===== config.mk =====
export PLATFORM = sky130hd
export DESIGN_NAME = pin_span_mask
export DESIGN_NICKNAME = d
export VERILOG_FILES = /design/src/rtl/span_pkg.sv /design/src/rtl/span_prefix_hold.sv /design/src/rtl/span_mask_calc.sv /design/src/rtl/span_out_stage.sv /design/src/rtl/pin_span_mask.sv
export SDC_FILE = /design/constraint.sdc
export NUM_CORES = 1
export LEC_CHECK = 0
export BUFFER_PORTS_ARGS = -buffer_cell sky130_fd_sc_hd__buf_4
export CAP_MARGIN = 10
export CORE_MARGIN = 2
export CORE_UTILIZATION = 25
export DETAILED_ROUTE_END_ITERATION = 12
export GPL_TIMING_DRIVEN = 0
export SETUP_SLACK_MARGIN = 0.2
export SYNTH_ARGS = -nofsm -noshare
export SYNTH_HDL_FRONTEND = slang
export SYNTH_SLANG_ARGS = --single-unit

===== constraint.sdc =====
create_clock -name clk -period 4.2 [get_ports clk]
set_clock_uncertainty 0.1 [all_clocks]
set_input_delay 0.21 -clock clk [delete_from_list [all_inputs] [get_ports clk]]
set_output_delay 0.21 -clock clk [all_outputs]
set_load 0.05 [all_outputs]

===== src/rtl/span_pkg.sv =====
package span_pkg;
  localparam int unsigned GRP_PINS   = 32;
  localparam int unsigned GRP_COUNT  = 2;
  localparam int unsigned CNT_BITS   = $clog2(GRP_PINS);
  localparam int unsigned GSEL_BITS  = $clog2(GRP_COUNT);
  localparam int unsigned BASE_BITS  = CNT_BITS + GSEL_BITS;
  localparam int unsigned OPND_BITS  = BASE_BITS + CNT_BITS;

  typedef struct packed {
    logic                valid;
    logic [CNT_BITS-1:0] cnt;
  } pfx_state_t;
endpackage


===== src/rtl/span_prefix_hold.sv =====
module span_prefix_hold #(
  parameter int unsigned CW = span_pkg::CNT_BITS
) (
  input  logic          clk,
  input  logic          rst_n,
  input  logic          pfx_wr,
  input  logic [CW-1:0] pfx_cnt,
  input  logic          issue,
  output logic          pend_valid,
  output logic [CW-1:0] pend_cnt
);
  logic          valid_q;
  logic [CW-1:0] cnt_q;

  // Prefix write wins; otherwise any issue consumes the pending prefix.
  always_ff @(posedge clk) begin
    if (!rst_n) begin
      valid_q <= 1'b0;
      cnt_q   <= '0;
    end else if (pfx_wr) begin
      valid_q <= 1'b1;
      cnt_q   <= pfx_cnt;
    end else if (issue) begin
      valid_q <= 1'b0;
    end
  end

  assign pend_valid = valid_q;
  assign pend_cnt   = cnt_q;

  a_r6_prefix_captured: assert property (@(posedge clk) disable iff (!rst_n)
    pfx_wr |=> (pend_valid && pend_cnt == $past(pfx_cnt)));

  a_r7_prefix_one_shot: assert property (@(posedge clk) disable iff (!rst_n)
    (issue && !pfx_wr) |=> !pend_valid);

  a_r7_prefix_held_idle: assert property (@(posedge clk) disable iff (!rst_n)
    (!issue && !pfx_wr) |=> $stable(pend_valid));
endmodule


===== src/rtl/span_mask_calc.sv =====
module span_mask_calc #(
  parameter int unsigned GW = span_pkg::GRP_PINS,
  parameter int unsigned NG = span_pkg::GRP_COUNT,
  localparam int unsigned CW  = $clog2(GW),
  localparam int unsigned SW  = $clog2(NG),
  localparam int unsigned BW  = CW + SW,
  localparam int unsigned MW  = GW * NG
) (
  input  logic [BW-1:0] base,
  input  logic [CW-1:0] cnt,
  output logic [MW-1:0] mask
);
  localparam logic [CW-1:0] TOP_IDX = CW'(GW - 1);

  logic [CW-1:0]   start;
  logic [SW-1:0]   grp;
  logic [GW-1:0]   run;
  logic [2*GW-1:0] dbl;
  logic [GW-1:0]   rot;

  assign start = base[CW-1:0];
  assign grp   = base[BW-1:CW];

  // cnt+1 low ones, then rotate left by start inside one group.
  always_comb begin
    run = {GW{1'b1}} >> (TOP_IDX - cnt);
    dbl = {run, run} << start;
    rot = dbl[2*GW-1:GW];
  end

  for (genvar g = 0; g < NG; g++) begin : g_grp
    assign mask[g*GW +: GW] = (grp == SW'(g)) ? rot : '0;
  end
endmodule


===== src/rtl/span_out_stage.sv =====
module span_out_stage #(
  parameter int unsigned GW = span_pkg::GRP_PINS,
  parameter int unsigned NG = span_pkg::GRP_COUNT,
  localparam int unsigned CW = $clog2(GW),
  localparam int unsigned MW = GW * NG
) (
  input  logic          clk,
  input  logic          rst_n,
  input  logic          fire,
  input  logic          used_in,
  input  logic [CW-1:0] cnt_in,
  input  logic [MW-1:0] mask_in,
  output logic          sel_valid,
  output logic          pfx_used,
  output logic [MW-1:0] sel_mask
);
  logic          valid_q;
  logic          used_q;
  logic [CW-1:0] cnt_q;
  logic [MW-1:0] mask_q;
  logic [NG-1:0] grp_nz;

  always_ff @(posedge clk) begin
    if (!rst_n) begin
      valid_q <= 1'b0;
      used_q  <= 1'b0;
      cnt_q   <= '0;
      mask_q  <= '0;
    end else begin
      valid_q <= fire;
      used_q  <= fire & used_in;
      cnt_q   <= fire ? cnt_in : '0;
      mask_q  <= fire ? mask_in : '0;
    end
  end

  for (genvar g = 0; g < NG; g++) begin : g_nz
    assign grp_nz[g] = |mask_q[g*GW +: GW];
  end

  assign sel_valid = valid_q;
  assign pfx_used  = used_q;
  assign sel_mask  = mask_q;

  a_r2_valid_after_cmd: assert property (@(posedge clk) disable iff (!rst_n)
    fire |=> sel_valid);

  a_r2_quiet_otherwise: assert property (@(posedge clk) disable iff (!rst_n)
    !fire |=> !sel_valid);

  a_r8_zero_when_idle: assert property (@(posedge clk) disable iff (!rst_n)
    !sel_valid |-> (sel_mask == '0));

  a_r4_single_group: assert property (@(posedge clk) disable iff (!rst_n)
    sel_valid |-> ($countones(grp_nz) == 1));

  a_r9_span_size: assert property (@(posedge clk) disable iff (!rst_n)
    sel_valid |-> ($countones(sel_mask) == int'(cnt_q) + 1));

  a_r6_used_with_mask: assert property (@(posedge clk) disable iff (!rst_n)
    pfx_used |-> sel_valid);
endmodule


===== src/rtl/pin_span_mask.sv =====
module pin_span_mask #(
  parameter int unsigned GW = span_pkg::GRP_PINS,
  parameter int unsigned NG = span_pkg::GRP_COUNT,
  localparam int unsigned CW = $clog2(GW),
  localparam int unsigned SW = $clog2(NG),
  localparam int unsigned BW = CW + SW,
  localparam int unsigned OW = BW + CW,
  localparam int unsigned MW = GW * NG
) (
  input  logic          clk,
  input  logic          rst_n,
  input  logic          pfx_wr,
  input  logic [CW-1:0] pfx_cnt,
  input  logic          issue,
  input  logic          issue_pin,
  input  logic [OW-1:0] operand,
  output logic          sel_valid,
  output logic [MW-1:0] sel_mask,
  output logic          pfx_used
);
  logic          pend_valid;
  logic [CW-1:0] pend_cnt;
  logic          fire;
  logic          take_pfx;
  logic [CW-1:0] eff_cnt;
  logic [BW-1:0] base;
  logic [MW-1:0] raw_mask;

  span_prefix_hold #(.CW(CW)) u_pfx (
    .clk       (clk),
    .rst_n     (rst_n),
    .pfx_wr    (pfx_wr),
    .pfx_cnt   (pfx_cnt),
    .issue     (issue),
    .pend_valid(pend_valid),
    .pend_cnt  (pend_cnt)
  );

  assign fire     = issue & issue_pin;
  assign take_pfx = fire & pend_valid;
  assign eff_cnt  = take_pfx ? pend_cnt : operand[OW-1:BW];
  assign base     = operand[BW-1:0];

  span_mask_calc #(.GW(GW), .NG(NG)) u_calc (
    .base(base),
    .cnt (eff_cnt),
    .mask(raw_mask)
  );

  span_out_stage #(.GW(GW), .NG(NG)) u_out (
    .clk      (clk),
    .rst_n    (rst_n),
    .fire     (fire),
    .used_in  (take_pfx),
    .cnt_in   (eff_cnt),
    .mask_in  (raw_mask),
    .sel_valid(sel_valid),
    .pfx_used (pfx_used),
    .sel_mask (sel_mask)
  );

  a_r10_used_means_pending: assert property (@(posedge clk) disable iff (!rst_n)
    pfx_used |-> $past(pend_valid));

  a_r3_base_pin_selected: assert property (@(posedge clk) disable iff (!rst_n)
    fire |=> sel_mask[$past(base)]);
endmodule


==> metrics.txt <==
final worst-path cycle share=around 66%; worst vdd ir=0.000222 V; Total GRT Usage=17.6%; CP Data Arrival Time=2.94 ns; RSZ-0062 raised after global routing=no; Antenna Nets Post-Route=0; setup TNS=0 ns; HPWL after DPL=13100 um; length of the first detailed-routing pass in iterations=5; Critical Path Fanout Max=10; layout cells sized above 1=22.3%; fin nets=693; Clock Root Buffer=clkbuf_16; Max-Cap Viols=0; Final setup viols=0; height of the die=140 um; minimum clock period=2.77 ns; min-delay src=rst_n; largest net degree at the start of global routing=14; clock sink count=a little over 70; Area growth syn-to-layout=25.7%; port buffer count=83; initial antenna violation count=0; Rows=49; # DRC=0; CTS Hold Bufs=0; fill cell total of the finished layout=just under 2000; Die Width=between 100 and 150 um; slew margin rel.=about two fifths; RD Place Congestion=0.966; outcome=completed; Critical Path Start Type=register; Syn Inst Count=578; I/O Pins=87; n_diodes=0; utilization after layout=32.1%; Worst-Skew Late Latency=0.34 ns; Synth Area in Compound Gates=33.1%; Fmax=around 360 MHz; Synthesis Warnings=0; Worst Path Required=about 4.4 ns; CTS buffer count=9; adder-cell share of the synthesized area=0%; Post-CTS Resized=0; ys async rst share=0%; DR iter-0 viols=667; Post-Syn Area per Cell=7.96 um2; Worst Setup SP=u_pfx.pend_cnt[2]; Post-synth EDFFs=0; PD cells=330 nW/um2; # Post-CTS Setup Buffers=0; DR vias=5266; CP max stage delay=0.52 ns; CP Cell Sequence=buf_2 -> buf_2 -> o2111ai_1 -> and2_1 -> mux4_2 -> a32oi_1 -> mux2i_1 -> nor2_1; leakage power=between 2 and 2.5 nW; Max Slew Vio Count=0; first-pass GRT wire length=27200 um; Crit Path Class=register to register; CP max-delay cell=mux4_2; initial core utilization=25.5%; crit path buf inv count=2; register area share after synthesis=a little under a third; largest family of logic cells by synthesized area=compound AO/OA/AOI/OAI gates; commonest non-fill, non-tap cell in the layout=buf_4; mux contribution to synthesized area=7.04%; highest-count cells in the layout ignoring fill and taps=buf_4 (87), dfxtp_1 (72), nand2_1 (58); CP most frequent cell=buf_2; Clock Path Buffers=2; Clock transition at path regs=roughly 0.060 ns; GRT overflow=0; core area=18000 um2; CTS tree=done; DP Worst Slack=~1.4 ns; mapped cell area=roughly 4600 um2; post-synthesis register bit count=just over 70; Synth Area in XOR/XNOR=0%; drt via density=5.81; die area=approximately 20000 um2; Setup crit end kind=register; Simple-Gate Fraction of Synth Area=approximately 22%; Hold Violations, Final=0; Hold Slack=0.0256 ns; family with the most delay on the worst path=multiplexers; Hold Crit Class=primary input to register; Post-synth top flop=dfxtp_1; Distinct cells, synth=73; Slew @ Worst Pin=between 0.8 and 0.9 ns; Setup WS post-layout=1.43 ns; Worst R2R Start=u_pfx.pend_cnt[2]; vias in the first global route=4947; Syn Nets=approximately 600; total wire length=approximately 18000 um; H-tree levels=3; drt wl/cell=19.4 um; Overall Power=1.91 mW
[logic make-up after synthesis]
family,Yosys count
AO/OA/AOI/OAI,211
flip-flops,72
multiplexers,29
buffers and inverters,61
AND/OR/NAND/NOR,205
[path summary, 6_finish.rpt]
kind / to / slack [ns] / depth (start not counted)
worst max-delay path: u_out.sel_mask[17] / 1.43 / 8
worst min-delay path: u_pfx.pend_valid / 0.03 / 2
worst max register to register: u_out.sel_mask[17] / 1.43 / 8
worst min register to register: u_out.pfx_used / 0.57 / 2
[sequential cells by signal (all words and copies together) (netlist names)]
register	cells
u_out.sel_valid	1
u_out.sel_mask	64
u_pfx.pend_cnt	5
u_pfx.pend_valid	1
u_out.pfx_used	1
[report_power, final]
| group | total [mW] | switching (mW) | internal [mW] |
|---|---|---|---|
| logic | 0.495 | 0.339 | 0.156 |
| registers | 0.710 | 0.00765 | 0.702 |
| clock network | 0.703 | 0.302 | 0.401 |
[stage by stage]
stage	area, um2	instances
2_1_floorplan	4600	578
3_3_place_gp	5510	890
3_5_place_dp	5510	890
4_1_cts	5790	906
5_1_grt	5790	906
6_report	5790	906
[routing by layer]
layer / share of wire (%) / global-route usage, % / vias to the layer above
met5: 0 / 0 / -
met2: 45 / 27.5 / 327
met3: 9.0 / 4.37 / 58
met1: 42 / 22.9 / 2444
li1: - / - / 2437
met4: 4.1 / 8.05 / 0
[worst reg2reg max path: stages, from the launching register on]
cell and delay (ns):
dfxtp_1 0.42, buf_2 0.27, buf_2 0.28, o2111ai_1 0.19, and2_1 0.23, mux4_2 0.52, a32oi_1 0.36, mux2i_1 0.21
nor2_1 0.12
[cells in the mapped netlist (5+ instances only)]
cell type  count  area (um2)
nor4_1         8        50.1
o21a_1         5        37.5
buf_2         18        90.1
and3_1         7        43.8
nand3_1       17        85.1
o211ai_1      10        75.1
nor2_1        53         199
clkbuf_1      21        78.8
and4_1         5        43.8
nand2_1       58         218
dfxtp_1       72        1440
a211oi_1      13        97.6
o21ai_1       10        50.1
nand4_1       14        87.6
mux2i_1       22         220
and2_1         5        31.3
a31oi_1        7        43.8
nor2b_1        7        43.8
nor3_1        19        95.1
buf_6          7        78.8
a21oi_1       21         105
o22ai_1       57         357
inv_1          5        18.8
o32ai_1        6        52.6
a22oi_1        7        52.6
o2111ai_1      6        52.6
o221ai_1       6        52.6
o21ai_0       18        90.1
[layout make-up]
class	count	area (um2)	area share, %
multi-input combinational	445	2840	49.1
sequential	72	1440	24.9
timing repair buffer	83	623	10.8
buffer	55	300	5.19
tap	229	287	4.95
clock buffer	10	229	3.96
clock inverter	6	43.8	0.757
inverter	6	22.5	0.389
No activity file was read; power rests on OpenSTA's default activity.
